### src/rtl/fseq_pkg.sv
package fseq_pkg;
    localparam int DW = 8;

    localparam logic [DW-1:0] CMD_CLR_STAT = 8'h50;
    localparam logic [DW-1:0] CMD_ERASE    = 8'h20;
    localparam logic [DW-1:0] CMD_CONFIRM  = 8'hD0;
    localparam logic [DW-1:0] CMD_STATUS   = 8'h70;
    localparam logic [DW-1:0] CMD_ARRAY    = 8'hFF;
    localparam logic [DW-1:0] CMD_PROGRAM  = 8'h40;
    localparam logic [DW-1:0] CMD_IDENT    = 8'h90;

    localparam int              STAT_READY_BIT = 7;
    localparam logic [DW-1:0]   STAT_ERR_MASK  = 8'h3A; // bits 5,4,3,1

    typedef enum logic [3:0] {
        S_IDLE, S_E_CLR, S_E_CMD, S_E_CONF,
        S_W_CMD, S_W_POLL, S_W_RST,
        S_P_CMD, S_P_DATA,
        S_I_RST0, S_I_ENTER, S_I_RD0, S_I_RD1, S_I_RST1,
        S_FIN
    } seq_state_t;

    function automatic logic stat_failed(input logic [DW-1:0] s);
        return |(s & STAT_ERR_MASK);
    endfunction
endpackage

### src/rtl/fseq_addr_gen.sv
module fseq_addr_gen #(
    parameter int ADDR_W = 6,
    parameter int BLK_W  = 4
) (
    input  logic              clk,
    input  logic              rst,
    input  logic              clr,
    input  logic              step_blk,
    input  logic              step_byte,
    output logic [ADDR_W-1:0] addr,
    output logic              last_blk,
    output logic              last_byte
);
    localparam logic [ADDR_W-1:0] BLK_STEP = ADDR_W'(1 << BLK_W);

    always_ff @(posedge clk) begin
        if (rst || clr)     addr <= '0;
        else if (step_blk)  addr <= addr + BLK_STEP;
        else if (step_byte) addr <= addr + 1'b1;
    end

    assign last_blk  = &addr[ADDR_W-1:BLK_W];
    assign last_byte = &addr;
endmodule

### src/rtl/fseq_poll_timer.sv
module fseq_poll_timer #(
    parameter int POLL_MAX = 16
) (
    input  logic clk,
    input  logic rst,
    input  logic clr,
    input  logic tick,
    output logic expired
);
    localparam int              CW   = $clog2(POLL_MAX + 1);
    localparam logic [CW-1:0]   LAST = CW'(POLL_MAX - 1);

    logic [CW-1:0] cnt;

    always_ff @(posedge clk) begin
        if (rst || clr) cnt <= '0;
        else if (tick)  cnt <= cnt + 1'b1;
    end

    assign expired = tick && (cnt == LAST);
endmodule

### src/rtl/fseq_status_eval.sv
module fseq_status_eval
    import fseq_pkg::*;
(
    input  logic [DW-1:0] stat,
    output logic          ready,
    output logic          fail
);
    assign ready = stat[STAT_READY_BIT];
    assign fail  = stat_failed(stat);
endmodule

### src/rtl/flash_erase_prog_seq.sv
module flash_erase_prog_seq
    import fseq_pkg::*;
#(
    parameter int ADDR_W   = 6,
    parameter int BLK_W    = 4,
    parameter int POLL_MAX = 16
) (
    input  logic              clk,
    input  logic              rst,
    input  logic              start_prog,
    input  logic              start_probe,
    input  logic [7:0]        exp_id0,
    input  logic [7:0]        exp_id1,
    output logic [ADDR_W-1:0] src_addr,
    input  logic [7:0]        src_data,
    output logic [ADDR_W-1:0] bus_addr,
    output logic [7:0]        bus_wdata,
    output logic              bus_we,
    output logic              bus_re,
    input  logic [7:0]        bus_rdata,
    output logic              busy,
    output logic              done,
    output logic              err,
    output logic              err_tmo,
    output logic [ADDR_W-1:0] err_addr,
    output logic              probe_match
);
    seq_state_t        state, nxt;
    logic [ADDR_W-1:0] cur;
    logic              last_blk, last_byte;
    logic              ag_clr, ag_blk, ag_byte;
    logic              tm_clr, tm_tick, tm_expired;
    logic              st_ready, st_fail;
    logic              prog_phase, fail_q, tmo_q, id0_ok;

    fseq_addr_gen #(.ADDR_W(ADDR_W), .BLK_W(BLK_W)) u_addr (
        .clk(clk), .rst(rst), .clr(ag_clr), .step_blk(ag_blk), .step_byte(ag_byte),
        .addr(cur), .last_blk(last_blk), .last_byte(last_byte)
    );

    fseq_poll_timer #(.POLL_MAX(POLL_MAX)) u_timer (
        .clk(clk), .rst(rst), .clr(tm_clr), .tick(tm_tick), .expired(tm_expired)
    );

    fseq_status_eval u_stat (.stat(bus_rdata), .ready(st_ready), .fail(st_fail));

    // next state and sub-block control
    always_comb begin
        nxt     = state;
        ag_clr  = 1'b0;
        ag_blk  = 1'b0;
        ag_byte = 1'b0;
        tm_clr  = 1'b0;
        tm_tick = 1'b0;
        case (state)
            S_IDLE: begin
                if (start_prog) begin
                    nxt    = S_E_CLR;
                    ag_clr = 1'b1;
                end else if (start_probe) begin
                    nxt = S_I_RST0;
                end
            end
            S_E_CLR:  nxt = S_E_CMD;
            S_E_CMD:  nxt = S_E_CONF;
            S_E_CONF: nxt = S_W_CMD;
            S_P_CMD:  nxt = S_P_DATA;
            S_P_DATA: nxt = S_W_CMD;
            S_W_CMD: begin
                nxt    = S_W_POLL;
                tm_clr = 1'b1;
            end
            S_W_POLL: begin
                tm_tick = 1'b1;
                if (st_ready || tm_expired) nxt = S_W_RST;
            end
            S_W_RST: begin
                if (fail_q || tmo_q) begin
                    nxt = S_FIN;
                end else if (!prog_phase) begin
                    if (last_blk) begin
                        nxt    = S_P_CMD;
                        ag_clr = 1'b1;
                    end else begin
                        nxt    = S_E_CLR;
                        ag_blk = 1'b1;
                    end
                end else if (last_byte) begin
                    nxt = S_FIN;
                end else begin
                    nxt     = S_P_CMD;
                    ag_byte = 1'b1;
                end
            end
            S_I_RST0:  nxt = S_I_ENTER;
            S_I_ENTER: nxt = S_I_RD0;
            S_I_RD0:   nxt = S_I_RD1;
            S_I_RD1:   nxt = S_I_RST1;
            S_I_RST1:  nxt = S_FIN;
            S_FIN:     nxt = S_IDLE;
            default:   nxt = S_IDLE;
        endcase
    end

    // bus cycle for the current state
    always_comb begin
        bus_we    = 1'b0;
        bus_re    = 1'b0;
        bus_addr  = '0;
        bus_wdata = CMD_ARRAY;
        case (state)
            S_E_CLR:   begin bus_we = 1'b1; bus_addr = cur; bus_wdata = CMD_CLR_STAT; end
            S_E_CMD:   begin bus_we = 1'b1; bus_addr = cur; bus_wdata = CMD_ERASE;    end
            S_E_CONF:  begin bus_we = 1'b1; bus_addr = cur; bus_wdata = CMD_CONFIRM;  end
            S_P_CMD:   begin bus_we = 1'b1; bus_addr = cur; bus_wdata = CMD_PROGRAM;  end
            S_P_DATA:  begin bus_we = 1'b1; bus_addr = cur; bus_wdata = src_data;     end
            S_W_CMD:   begin bus_we = 1'b1; bus_wdata = CMD_STATUS; end
            S_W_POLL:  bus_re = 1'b1;
            S_W_RST:   bus_we = 1'b1;
            S_I_RST0:  bus_we = 1'b1;
            S_I_ENTER: begin bus_we = 1'b1; bus_wdata = CMD_IDENT; end
            S_I_RD0:   bus_re = 1'b1;
            S_I_RD1:   begin bus_re = 1'b1; bus_addr = ADDR_W'(1); end
            S_I_RST1:  bus_we = 1'b1;
            default:   ;
        endcase
    end

    always_ff @(posedge clk) begin
        if (rst) begin
            state       <= S_IDLE;
            prog_phase  <= 1'b0;
            fail_q      <= 1'b0;
            tmo_q       <= 1'b0;
            id0_ok      <= 1'b0;
            err         <= 1'b0;
            err_tmo     <= 1'b0;
            err_addr    <= '0;
            probe_match <= 1'b0;
        end else begin
            state <= nxt;
            case (state)
                S_IDLE: begin
                    if (start_prog || start_probe) begin
                        err      <= 1'b0;
                        err_tmo  <= 1'b0;
                        err_addr <= '0;
                        fail_q   <= 1'b0;
                        tmo_q    <= 1'b0;
                    end
                    if (start_prog)       prog_phase  <= 1'b0;
                    else if (start_probe) probe_match <= 1'b0;
                end
                S_W_POLL: begin
                    if (st_ready)        fail_q <= st_fail;
                    else if (tm_expired) tmo_q  <= 1'b1;
                end
                S_W_RST: begin
                    if (fail_q || tmo_q) begin
                        err      <= 1'b1;
                        err_tmo  <= tmo_q;
                        err_addr <= cur;
                    end else if (!prog_phase && last_blk) begin
                        prog_phase <= 1'b1;
                    end
                end
                S_I_RD0: id0_ok      <= (bus_rdata == exp_id0);
                S_I_RD1: probe_match <= id0_ok && (bus_rdata == exp_id1);
                default: ;
            endcase
        end
    end

    assign src_addr = cur;
    assign busy     = (state != S_IDLE) && (state != S_FIN);
    assign done     = (state == S_FIN);
endmodule

### config.mk
export PLATFORM = sky130hd
export DESIGN_NAME = flash_erase_prog_seq
export DESIGN_NICKNAME = d
export VERILOG_FILES = /design/src/rtl/fseq_pkg.sv /design/src/rtl/fseq_addr_gen.sv /design/src/rtl/fseq_poll_timer.sv /design/src/rtl/fseq_status_eval.sv /design/src/rtl/flash_erase_prog_seq.sv
export SDC_FILE = /design/constraint.sdc
export NUM_CORES = 1
export LEC_CHECK = 0
export BUFFER_PORTS_ARGS = -buffer_cell sky130_fd_sc_hd__buf_4
export CAP_MARGIN = 20
export CELL_PAD_IN_SITES_DETAIL_PLACEMENT = 0
export CELL_PAD_IN_SITES_GLOBAL_PLACEMENT = 1
export CORE_ASPECT_RATIO = 0.7
export CORE_UTILIZATION = 34
export DETAILED_ROUTE_END_ITERATION = 8
export PLACE_DENSITY_LB_ADDON = 0.08
export REMOVE_ABC_BUFFERS = 1
export SLEW_MARGIN = 20
export SYNTH_ARGS = -nofsm -noshare
export SYNTH_HDL_FRONTEND = slang
export SYNTH_SLANG_ARGS = --single-unit
### constraint.sdc
create_clock -name clk -period 2.05 [get_ports clk]
set_input_delay 0.1025 -clock clk [delete_from_list [all_inputs] [get_ports clk]]
set_output_delay 0.1025 -clock clk [all_outputs]
set_load 0.02 [all_outputs]
# == Word-level counts from Yosys, hierarchy flattened ==
# Cells that the tools add are included.
# op_classes
add_sub_neg,3
eq_ne,30
n_mux,49
reduce_logical,29
# op_table
cell,count
$pmux W8 S7,1
$pmux W4 S13,1
$eq A4 B4 Y1 const B,7
$mux W1,27
$mux W4,6
$mux W6,4
$pmux W6 S2,2
$ne A2 B2 Y1 const B,11
$eq A4 B3 Y1 const B,4
$eq A8 B8 Y1,2
$pmux W1 S2,7
$reduce_or A10 Y1,1
$reduce_and A3 Y1,3
$eq A4 B2 Y1 const B,2
$reduce_and A4 Y1,2
$reduce_bool A2 Y1,4
$add A6 B1 Y6 const B,1
$add A6 B5 Y6 const B,1
$reduce_and A6 Y1,1
$add A5 B1 Y5 const B,1
$eq A5 B4 Y1 const B,1
$logic_or A1 B1 Y1,5
$reduce_or A5 Y1,1
$eq A4 B1 Y1 const B,1
11 further kinds,15
# word_totals
ff_bits,28
in_bits,36
out_inout_bits,33
word_cells,122

# == Logic depth before layout (Yosys ltp) ==
# Gate-level depths: netlist of run 1.
# logic_depth
word_depth,7
mapped_depth,8

# == Cells and area by module ==
# A second synthesis of run 1 with hierarchy kept.
# hier_totals
hier_cells,249
hier_area_um2,1970.6
# modules_own_cells
module,instances,cells_per_inst,area_per_inst_um2,seq_area_each_um2
flash_erase_prog_seq,1,189,1376.3,340.3
fseq_addr_gen,1,33,306.5,120.1
fseq_poll_timer,1,25,272.8,100.1
fseq_status_eval,1,2,15.0,0.0

# == Worst setup path before layout of run 1 ==
# Ideal clock, no wire load.
# synth_path
path_kind,register to output
start,register state[3]
end,output port bus_wdata[0]
arrival_ns,1.674
path_slack_ns,0.273
path_stages_with_launch,7
path_buffers,2
cell_sequence,dfxtp_1 -> buf_2 -> nand2b_1 -> clkbuf_1 -> o21ai_0 -> a21oi_1 -> a21boi_0
# synth_between
elab_chain_len,2
elab_cells_between_ends,8
cone_classes,7 x eq/ne; 1 x mux
# synth_rtl
item,line,text
start: declaration,flash_erase_prog_seq.sv:28,"seq_state_t state, nxt;"
start signal: assignment,flash_erase_prog_seq.sv:141,state <= nxt;
"$eq A4 B4 Y1, or another cell as far along",flash_erase_prog_seq.sv:111,case (state)
$pmux W8 S7 (*),flash_erase_prog_seq.sv:111,
end: declaration,flash_erase_prog_seq.sv:17,"output logic [7:0] bus_wdata,"
# Mark *: on every way between the ends. The rest lies on a longest branch, timed or not.

# == Worst setup path after layout of run 1 ==
# layout_path
start,register state[1]
end,output port bus_wdata[3]
# Same word-level chain as after synthesis.

==> impl_metrics.tcl, run 1 <==
set metrics [dict create \
    grt_pass1_vias 1715 \
    setup_viol 0 \
    multi_input_area_mm2 0.001196 \
    wl_per_cell_um 12.53 \
    critPathLaunchType "flip-flop" \
    p_int_uw 1283 \
    cts_tree "yes" \
    synthToLayoutAreaGrowth_pct 38.39 \
    hold_buffers 0 \
    io_buffers 68 \
    synth_warnings 0 \
    synth.top_cells.by_area "dfxtp_1 (31%), nor2_1 (6.7%), xnor2_1 (5.3%)" \
    synth_top_area_cell "dfxtp_1" \
    start_util_pct 36.55 \
    final_hold_viol_count 0 \
    cap_viol_max_count 0 \
    drt_wl_total_um 4637 \
    end_kind "primary output" \
    rsz0062_at_grt "no" \
    power_density_mw_per_mm2 902.0 \
    grt_pass1_wl_um 7803 \
    finalCoreUtilization_pct 50.58 \
    htreeDepth 1 \
    finClkSkew_ps 1.285 \
    maxSlewHeadroom_pct 71.93 \
    drc_errors 0 \
    timing.hold.ws_ps 139.7 \
    worst_ep_required_time_ps 1950 \
    die_w_um 89.10 \
    clock_sinks 28 \
    core_area_mm2 0.004940 \
    n_fill_cell 526 \
    avgSynthCellArea_um2 7.816 \
    first_pass_iters 4 \
    routabilityCongestion 0.7274 \
    cts-root-buf "clkbuf_8" \
    ys_seq_area_share_pct 31.05 \
    die_area_mm2 0.005610 \
    die_h_um 62.97 \
    power_switching_uw 971.0 \
    netlist_area_mm2 0.001805 \
    crit_type "reg -> out" \
    yosys.cell_types.count 44 \
    fmax_mhz 545.2 \
    boundaryPins 69 \
    ir_worst_vdd_uv 337.3 \
    cts_buffer_depth 2 \
    synth_seq_cells 28 \
    cts-buffers-inserted 3 \
    fp-row-count 21 \
    path_max_fanout 8 \
    p_comb_share_pct 58.3 \
    grt_max_degree 19 \
    layout_min_cycle_time_ps 1834 \
    grt_util_all_layers_pct 17.48 \
    layout.nets 344 \
    hp-class "in -> reg" \
    clock_latency_ps 270 \
    antenna_found_initial 0 \
    yosys.area.top_type_share_pct 31.05 \
    period_share_pct 89.48 \
    clk_pin_slew_ps 90 \
    p_leak_uw 0.001027 \
    layout-drive-gt1-share_pct 31.56 \
    switching_share_pct 43.08 \
    run_status "completed" \
    p_seq_share_pct 28.7 \
    slew_violations 0 \
    syn_inst 231 \
    ant_nets 0 \
    route.vias.total 1875 \
    tightest_slew_ps 417.9 \
    cp.arrival_ps 1730 \
    grt-ovfl-total 0 \
    drtIter0Drc 72 \
    clkPwrFrac_pct 12.9 \
    hpwl_um 3679 \
    viasPerCell 5.068 \
    register_area_um2 563.0 \
    diodes 0 \
]
## registers in the layout (all words and copies together) (netlist names)
| signal | flops |
|---|---|
| err | 1 |
| err_addr | 6 |
| err_tmo | 1 |
| fail_q | 1 |
| id0_ok | 1 |
| probe_match | 1 |
| prog_phase | 1 |
| state | 4 |
| tmo_q | 1 |
| u_addr.addr | 6 |
| u_timer.cnt | 5 |
## worst paths after layout
path / start / endpoint / slack (ps) / cells after the start
max reg2reg: state[0] / u_addr.addr[4] / 400 / 6
min: rst / prog_phase / 140 / 2
max: state[1] / bus_wdata[3] / 220 / 6
min reg2reg: id0_ok / probe_match / 480 / 2
## placed cells by master, fill, tap and decap left out, drive strengths merged, types with 4 or more instances in the layout
cell    count
xor2       11
buf        80
or3         4
a21boi      4
o21ai      20
xnor2      11
nor2b      10
ha          5
nor3        5
nand4       6
a22oi       8
nor2       33
nand3       4
nand2      12
a21oi      16
dfxtp      28
and2        4
nand2b      7
## area by class of cell
| type | count | share of cell area, % |
|---|---|---|
| Timing Repair Buffer | 80 | 24.04 |
| Sequential cell | 28 | 22.53 |
| Multi-Input combinational cell | 187 | 47.87 |
| Inverter | 3 | 0.4507 |
| Tap cell | 69 | 3.455 |
| Clock buffer | 3 | 1.652 |
## cell usage after synthesis, drive strengths merged
cell type / count
a211oi: 3
a21boi: 4
a21o: 1
a21oi: 16
a221oi: 1
a22oi: 8
a2bb2oi: 1
a31oi: 2
and2: 4
and3: 1
buf: 5
clkbuf: 8
dfxtp: 28
ha: 5
inv: 3
mux2i: 2
nand2: 12
nand2b: 7
nand3: 4
nand3b: 2
nand4: 6
nor2: 33
nor2b: 10
nor3: 5
nor4: 3
nor4b: 1
nor4bb: 1
o21ai: 20
o22ai: 2
o31ai: 2
o32a: 2
o41ai: 1
or2: 1
or3: 4
or4: 1
xnor2: 11
xor2: 11
## critical path, stage by stage, from the launching register on
cell and delay, ps:
dfxtp_1 340, buf_4 170, nand2b_2 230, nor3_1 320, a21oi_2 80, a21boi_0 140, buf_4 170
## per-layer routing
| metal | global-route usage [%] | up-vias | share of wire (%) |
|---|---|---|---|
| li1 | - | 962 | - |
| met1 | 25.52 | 854 | 52 |
| met2 | 27.19 | 55 | 42 |
| met3 | 3.567 | 4 | 4.7 |
| met4 | 1.786 | 0 | 0.43 |
| met5 | 0 | - | 0 |
## power groups by stage
| stage | sequential (uW) | combinational, uW | clock [uW] |
|---|---|---|---|
| 3_5_place_dp | 651 | 1300 | 0 |
| 2_1_floorplan | 686 | 725 | 0 |
| 3_3_place_gp | 650 | 1310 | 0 |
| 5_1_grt | 657 | 1450 | 324 |
| 6_report | 648 | 1310 | 292 |
| 4_1_cts | 641 | 1310 | 300 |
## metrics by stage
stage / instance area, um2 / total power, uW / setup slack (ps) / std cells / setup TNS, ps
6_report: 2499 / 2254 / 215.7 / 370 / 0
5_1_grt: 2499 / 2434 / 23.12 / 370 / 0
4_1_cts: 2482 / 2248 / 50.96 / 370 / 0
3_5_place_dp: 2439 / 1952 / 257.8 / 367 / 0
3_3_place_gp: 2439 / 1957 / 300.0 / 367 / 0
2_1_floorplan: 1752 / 1411 / -365.4 / 218 / -4054
## timing repair
action	in CTS	in global routing
gates cloned	0	0
setup buffers	0	0
pin swaps	0	0
gates resized for setup	1	6
setup endpoints to repair	4	9
## logic make-up (layout without fill, tap and decap cells)
logic type      after synthesis  in the layout  synth area share, %
simple gates                 95             95                28.21
compound gates               63             63                21.90
flops                        28             28                31.05
xor+xnor                     22             22                10.67
buf+inv                      16             86                3.603
fa+ha+maj                     5              5                3.465
mux                           2              2                1.109
Note: power is estimated with default switching activity, not from simulation.
==> inputs of run 2 (changes only) <==
- ABC_AREA: default -> 1
==> impl_metrics.tcl, run 2 <==
set metrics [dict create \
    fp-row-count 23 \
    viasPerCell 4.587 \
    min_from "rst" \
    rsz0062_at_grt "no" \
    grt_util_all_layers_pct 18.67 \
    synthFlopType "dfxtp_1" \
    synth_seq_cells 28 \
    finClkSkew_ps 1.980 \
    end_kind "primary output" \
    first_pass_iters 4 \
    drt_wl_total_um 5602 \
    worst-path-buf-inv 2 \
    setup_viol 0 \
    drtIter0Drc 161 \
    ys_seq_area_share_pct 27.00 \
    avgSynthCellArea_um2 6.105 \
    place_area_mm2 0.002654 \
    syn_inst 340 \
    ir_worst_vdd_uv 478.4 \
    critPathLaunchType "flip-flop" \
    clock_sinks 28 \
    boundaryPins 69 \
    cts_buffer_depth 2 \
    layout-drive-gt1-share_pct 24.94 \
    die_area_mm2 0.006426 \
    clock_latency_ps 280 \
    wl_per_cell_um 11.57 \
    synth_warnings 0 \
    die_h_um 67.37 \
    grt-ovfl-total 0 \
    cts-root-buf "clkbuf_8" \
    slew_violations 0 \
    final_common_cell "nand2_1" \
    cap_viol_max_count 0 \
    max_stage_delay_ps 440 \
    synth_edf_count 0 \
    grt_pass1_vias 2046 \
    synth_top_area_cell "dfxtp_1" \
    antenna_found_initial 0 \
    layout_common_cells "nand2_1 (111), buf_4 (69), inv_1 (45)" \
    cp.arrival_ps 1760 \
    reg2reg_from "u_timer.cnt[0]" \
    final.setup.tns_ps 0 \
    cts-buffers-inserted 3 \
    critical-path-top-delay-family "simple AND/OR/NAND/NOR gates" \
    slowest_stage "dfxtp_2" \
    die_w_um 95.39 \
    grt_max_degree 16 \
    hp-class "in -> reg" \
    setup.worst_path.start "state[3]" \
    power_density_mw_per_mm2 1102 \
    synth.top_cells.by_area "dfxtp_1 (27%), nand2_1 (20%), inv_1 (8.1%)" \
    maxSlewHeadroom_pct 72.82 \
    crit_type "reg -> out" \
    synthToLayoutAreaGrowth_pct 30.74 \
    hold_buffers 0 \
    layout_min_cycle_time_ps 1862 \
    cts_tree "yes" \
    top_regs "err_addr (6), u_addr.addr (6), u_timer.cnt (5)" \
    ant_nets 0 \
    run_status "completed" \
    tightest_slew_ps 406.2 \
    htreeDepth 1 \
    start_util_pct 35.71 \
    routabilityCongestion 0.8278 \
    fmax_mhz 537.1 \
    hpwl_um 4525 \
    yosys-top-cells-count "nand2_1 (111), inv_1 (45), nor2_1 (42)" \
    path_max_fanout 9 \
    netlist_area_mm2 0.002076 \
    clk_pin_slew_ps 100 \
    io_buffers 68 \
    crit_path_cell_trace "inv_1 -> nand2_1 -> nor2_2 -> nor2_4 -> nand2_2 -> nor2_4 -> nand3_4 -> nand2_1 -> buf_4" \
    synthArstFlopShare_pct 0 \
    synth_most_common_cell "nand2_1" \
    drc_errors 0 \
    diodes 0 \
    layout.nets 451 \
    period_share_pct 90.81 \
    grt_pass1_wl_um 9328 \
    yosys.area.top_type_share_pct 27.00 \
    yosys.cell_types.count 29 \
    core_area_mm2 0.005813 \
    final_cell_area_mm2 0.002714 \
    route.vias.total 2220 \
    p_leak_uw 0.001323 \
    final_hold_viol_count 0 \
    worst_ep_required_time_ps 1950 \
]
## run 2: cell count changes after synthesis, moves of 10 or more
cell | before | now
nand2_1 | 12 | 111
inv_1 | 3 | 45
nand3_1 | 4 | 20
a21oi_1 | 16 | 27
xor2_1 | 11 | 0
nor2_1 | 32 | 42
nor2b_1 | 10 | 0
## run 2: layout make-up
| class | count | area (um2) |
|---|---|---|
| Clock buffer | 4 | 55.05 |
| Fill cell | 645 | 3099 |
| Inverter | 49 | 185.2 |
| Multi-Input combinational cell | 259 | 1296 |
| Sequential cell | 28 | 565.5 |
| Tap cell | 75 | 93.84 |
| Timing Repair Buffer | 69 | 518.0 |
## run 2: stage by stage
stage | total power (uW) | worst slack (ps) | util, % | instances | hold WS [ps]
floorplan | 1991 | 504.5 | - | 336 | 171.6
global placement | 2639 | 435.9 | 45.65 | 480 | 373.2
detailed placement | 2646 | 382.4 | 45.65 | 480 | 375.0
CTS | 3007 | 56.40 | 46.60 | 484 | 66.24
global route | 3223 | 25.40 | 46.69 | 484 | 84.83
finish | 2990 | 188.3 | 46.69 | 484 | 73.26
## run 2: what timing repair did
item / in CTS / in global routing
gates resized for setup: 0 / 4
setup buffers: 0 / 0
setup endpoints to repair: 0 / 9
## run 2: cells by family (layout without fill, tap and decap cells)
logic type                 after synthesis  after routing  share of synthesized area (%)
AOI/OAI and AO/OA                       44             44                          11.57
xor gates and xnor gates                 6              6                          2.532
adders and majority gates                5              5                          3.014
buffers and inverters                   53            122                          10.55
DFF                                     28             28                          27.00
and+or+nand+nor                        204            204                          45.33
## run 2: per-layer routing
metal  global-route usage (%)  wire length (um)  vias to the layer above
met1                    28.29              3051                      947
met4                    1.866                 0                        0
met3                    3.153               327                        0
met2                    28.30              2223                       56
met5                        0                 0                        -
li1                         -                 -                     1217
## run 2: power by group
group	internal, uW	total, uW	switching (uW)
combinational	704	1920	1220
clock	172	352	180
sequential	616	716	100
## run 2: worst reg2reg max path: stages (launching register included)
cell     delay, ps
dfxtp_1        380
ha_1           200
inv_1           50
nor3_1         150
ha_1           170
inv_1           50
nand3_1        100
nor2_1          70
nor2_1         160
nand2_1         80
a21oi_1        120
## run 2: worst paths after layout
path / slack [ps] / to / cells past startpoint
hold reg to reg: 470 / err_addr[1] / 2
setup / recovery: 190 / bus_wdata[2] / 9
setup reg to reg: 440 / state[0] / 10
hold / removal: 70 / state[1] / 2
==> inputs of run 3 (changes only) <==
- SYNTH_HIERARCHICAL: default -> 1
==> impl_metrics.tcl, run 3 <==
set metrics [dict create \
    synthToLayoutAreaGrowth_pct 33.87 \
    avgSynthCellArea_um2 6.305 \
    grt_pass1_wl_um 8749 \
    min_from "rst" \
    synth_top_area_cell "dfxtp_1" \
    core_area_mm2 0.005842 \
    final_cells 486 \
    drc_errors 0 \
    critical-path-top-delay-family "flip-flops" \
    boundaryPins 69 \
    cts_buffer_depth 2 \
    worst-path-buf-inv 3 \
    routabilityCongestion 0.8946 \
    cts-buffers-inserted 3 \
    drt_wl_total_um 5387 \
    hpwl_um 4425 \
    synth_warnings 6 \
    diodes 0 \
    final_cell_area_mm2 0.002819 \
    grt-ovfl-total 0 \
    route.vias.total 2172 \
    clk_pin_slew_ps 100 \
    io_buffers 68 \
    dp_cells 482 \
    grt_pass1_vias 1885 \
    die_h_um 67.85 \
    fp-row-count 23 \
    power_uw 3121 \
    antenna_found_initial 0 \
    start_util_pct 36.05 \
    cts_tree "yes" \
    cts-root-buf "clkbuf_8" \
    clock_latency_ps 280 \
    ys_seq_area_share_pct 26.62 \
    rsz0062_at_grt "no" \
    synth.top_cells.by_area "dfxtp_1 (27%), nand2_1 (19%), inv_1 (8.2%)" \
    final_hold_viol_count 0 \
    layout-drive-gt1-share_pct 31.39 \
    wl_per_cell_um 11.08 \
    yosys.area.top_type_share_pct 26.62 \
    period_share_pct 91.84 \
    critPathLaunchType "flip-flop" \
    reg2reg_from "state[1]" \
    maxSlewHeadroom_pct 75.10 \
    die_area_mm2 0.006517 \
    path_max_fanout 7 \
    slowest_stage "dfxtp_1" \
    crit_type "reg -> out" \
    final.setup.tns_ps 0 \
    drtIter0Drc 102 \
    die_w_um 96.06 \
    top_regs "err_addr (6), u_addr/addr (6), u_timer/cnt (5)" \
    grt_util_all_layers_pct 17.66 \
    cp.arrival_ps 1780 \
    ant_nets 0 \
    post_cts_buffers 0 \
    ir_worst_vdd_uv 356.0 \
    worst_ep_required_time_ps 1950 \
    setup_viol 0 \
    reg2reg_depth 8 \
    viasPerCell 4.469 \
    synthFlopType "dfxtp_1" \
    layout_min_cycle_time_ps 1883 \
    crit_top_cell "nand2_1" \
    p_leak_uw 0.001449 \
    fmax_mhz 531.1 \
    final_common_cell "nand2_1" \
    end_kind "primary output" \
    holdPathStages 2 \
    finClkSkew_ps 2.596 \
    netlist_area_mm2 0.002106 \
    run_status "completed" \
    grt_max_degree 17 \
    cap_viol_max_count 0 \
    r2r_setup_slack_ps 240 \
    tightest_slew_ps 372.1 \
    r2r-end "u_addr/addr[3]" \
    ctsResizeCount 0 \
    place_area_mm2 0.002748 \
    synth_edf_count 0 \
    clock_sinks 28 \
    min_to "err_addr[5]" \
    max_stage_delay_ps 550 \
    layout_common_cells "nand2_1 (109), buf_4 (76), inv_1 (46)" \
    yosys.cell_types.count 38 \
    crit_path_cell_trace "nor2_4 -> buf_4 -> nand2_1 -> nand2_1 -> inv_1 -> nand2_2 -> nand2_1 -> nand2_1 -> buf_4" \
    yosys-top-cells-count "nand2_1 (109), inv_1 (46), nor2_1 (33)" \
    power_density_mw_per_mm2 1107 \
    synth_seq_cells 28 \
    synth_most_common_cell "nand2_1" \
    htreeDepth 1 \
    first_pass_iters 4 \
    hold_buffers 0 \
    synthArstFlopShare_pct 0 \
    slew_violations 0 \
    syn_inst 334 \
    hp-class "in -> reg" \
    layout.nets 452 \
]
run 3: cell types whose count changed after synthesis, moves of 3 or more:
cell	delta
a21oi_1	-10
a21oi_2	+10
nor2_1	-9
nand3_1	-8
nand2_4	+5
inv_2	+4
nand2_2	+3
nand3_4	-3
nor2_2	+3
nor2_4	-3
run 3: layer usage:
layer / vias to the layer above / part of all wire [%] / GRT usage, %
met1: 927 / 56 / 26.53
met2: 40 / 38 / 25.09
met5: - / 0 / 0
met4: 0 / 1.1 / 5.224
met3: 7 / 5.3 / 3.444
li1: 1198 / - / -
run 3: kinds of logic (layout without fill, tap and decap cells):
family          count (synthesis)  count (layout)  synth area share, %
compound gates                 42              42                12.72
xor+xnor                        5               5                2.080
fa+ha+maj                       4               4                2.377
buf+inv                        59             136                11.41
flops                          28              28                26.62
simple gates                  196             196                44.80
run 3: power by group:
part / switching, uW / leakage (uW) / internal, uW
clock: 182 / 0.0000357 / 262
combinational: 1250 / 0.00119 / 739
sequential: 81.8 / 0.000227 / 607
total: 1510 / 0.00145 / 1610
run 3: cell type report:
class | count | area [um2]
fillers | 640 | 3023
multi-input cells | 247 | 1305
inverters | 56 | 217.7
clock buffers | 3 | 41.29
well taps | 75 | 93.84
repair buffers | 76 | 570.5
clock inverters | 1 | 30.03
flip-flops and latches | 28 | 560.5
run 3: per-stage QoR:
step / setup slack, ps / util, % / hold slack (ps)
after floorplan: 270.5 / - / 164.9
after global placement: 333.4 / 47.03 / 421.8
after detailed placement: 250.7 / 47.03 / 425.6
after CTS: 165.9 / 48.25 / 112.3
after global routing: 28.15 / 48.25 / 123.9
final: 167.2 / 48.25 / 125.4
run 3: worst max path at each step:
stage / from / end / slack (ps) / cells after the start
global route: state[1] / bus_addr[0] / 30 / 9
finish: state[1] / bus_addr[0] / 170 / 9
global placement: u_addr/addr[5] / u_addr/addr[3] / 330 / 8
CTS: state[1] / bus_addr[0] / 170 / 9
detailed placement: state[1] / u_addr/addr[3] / 250 / 8
floorplan: u_addr/addr[0] / u_addr/addr[3] / 270 / 7
run 3: worst reg2reg max path, delay by kind of cell (launching register included):
| kind | cells | cell delay, ps |
|---|---|---|
| and+or+nand+nor | 6 | 900 |
| DFF | 1 | 550 |
| buffers and inverters | 2 | 260 |
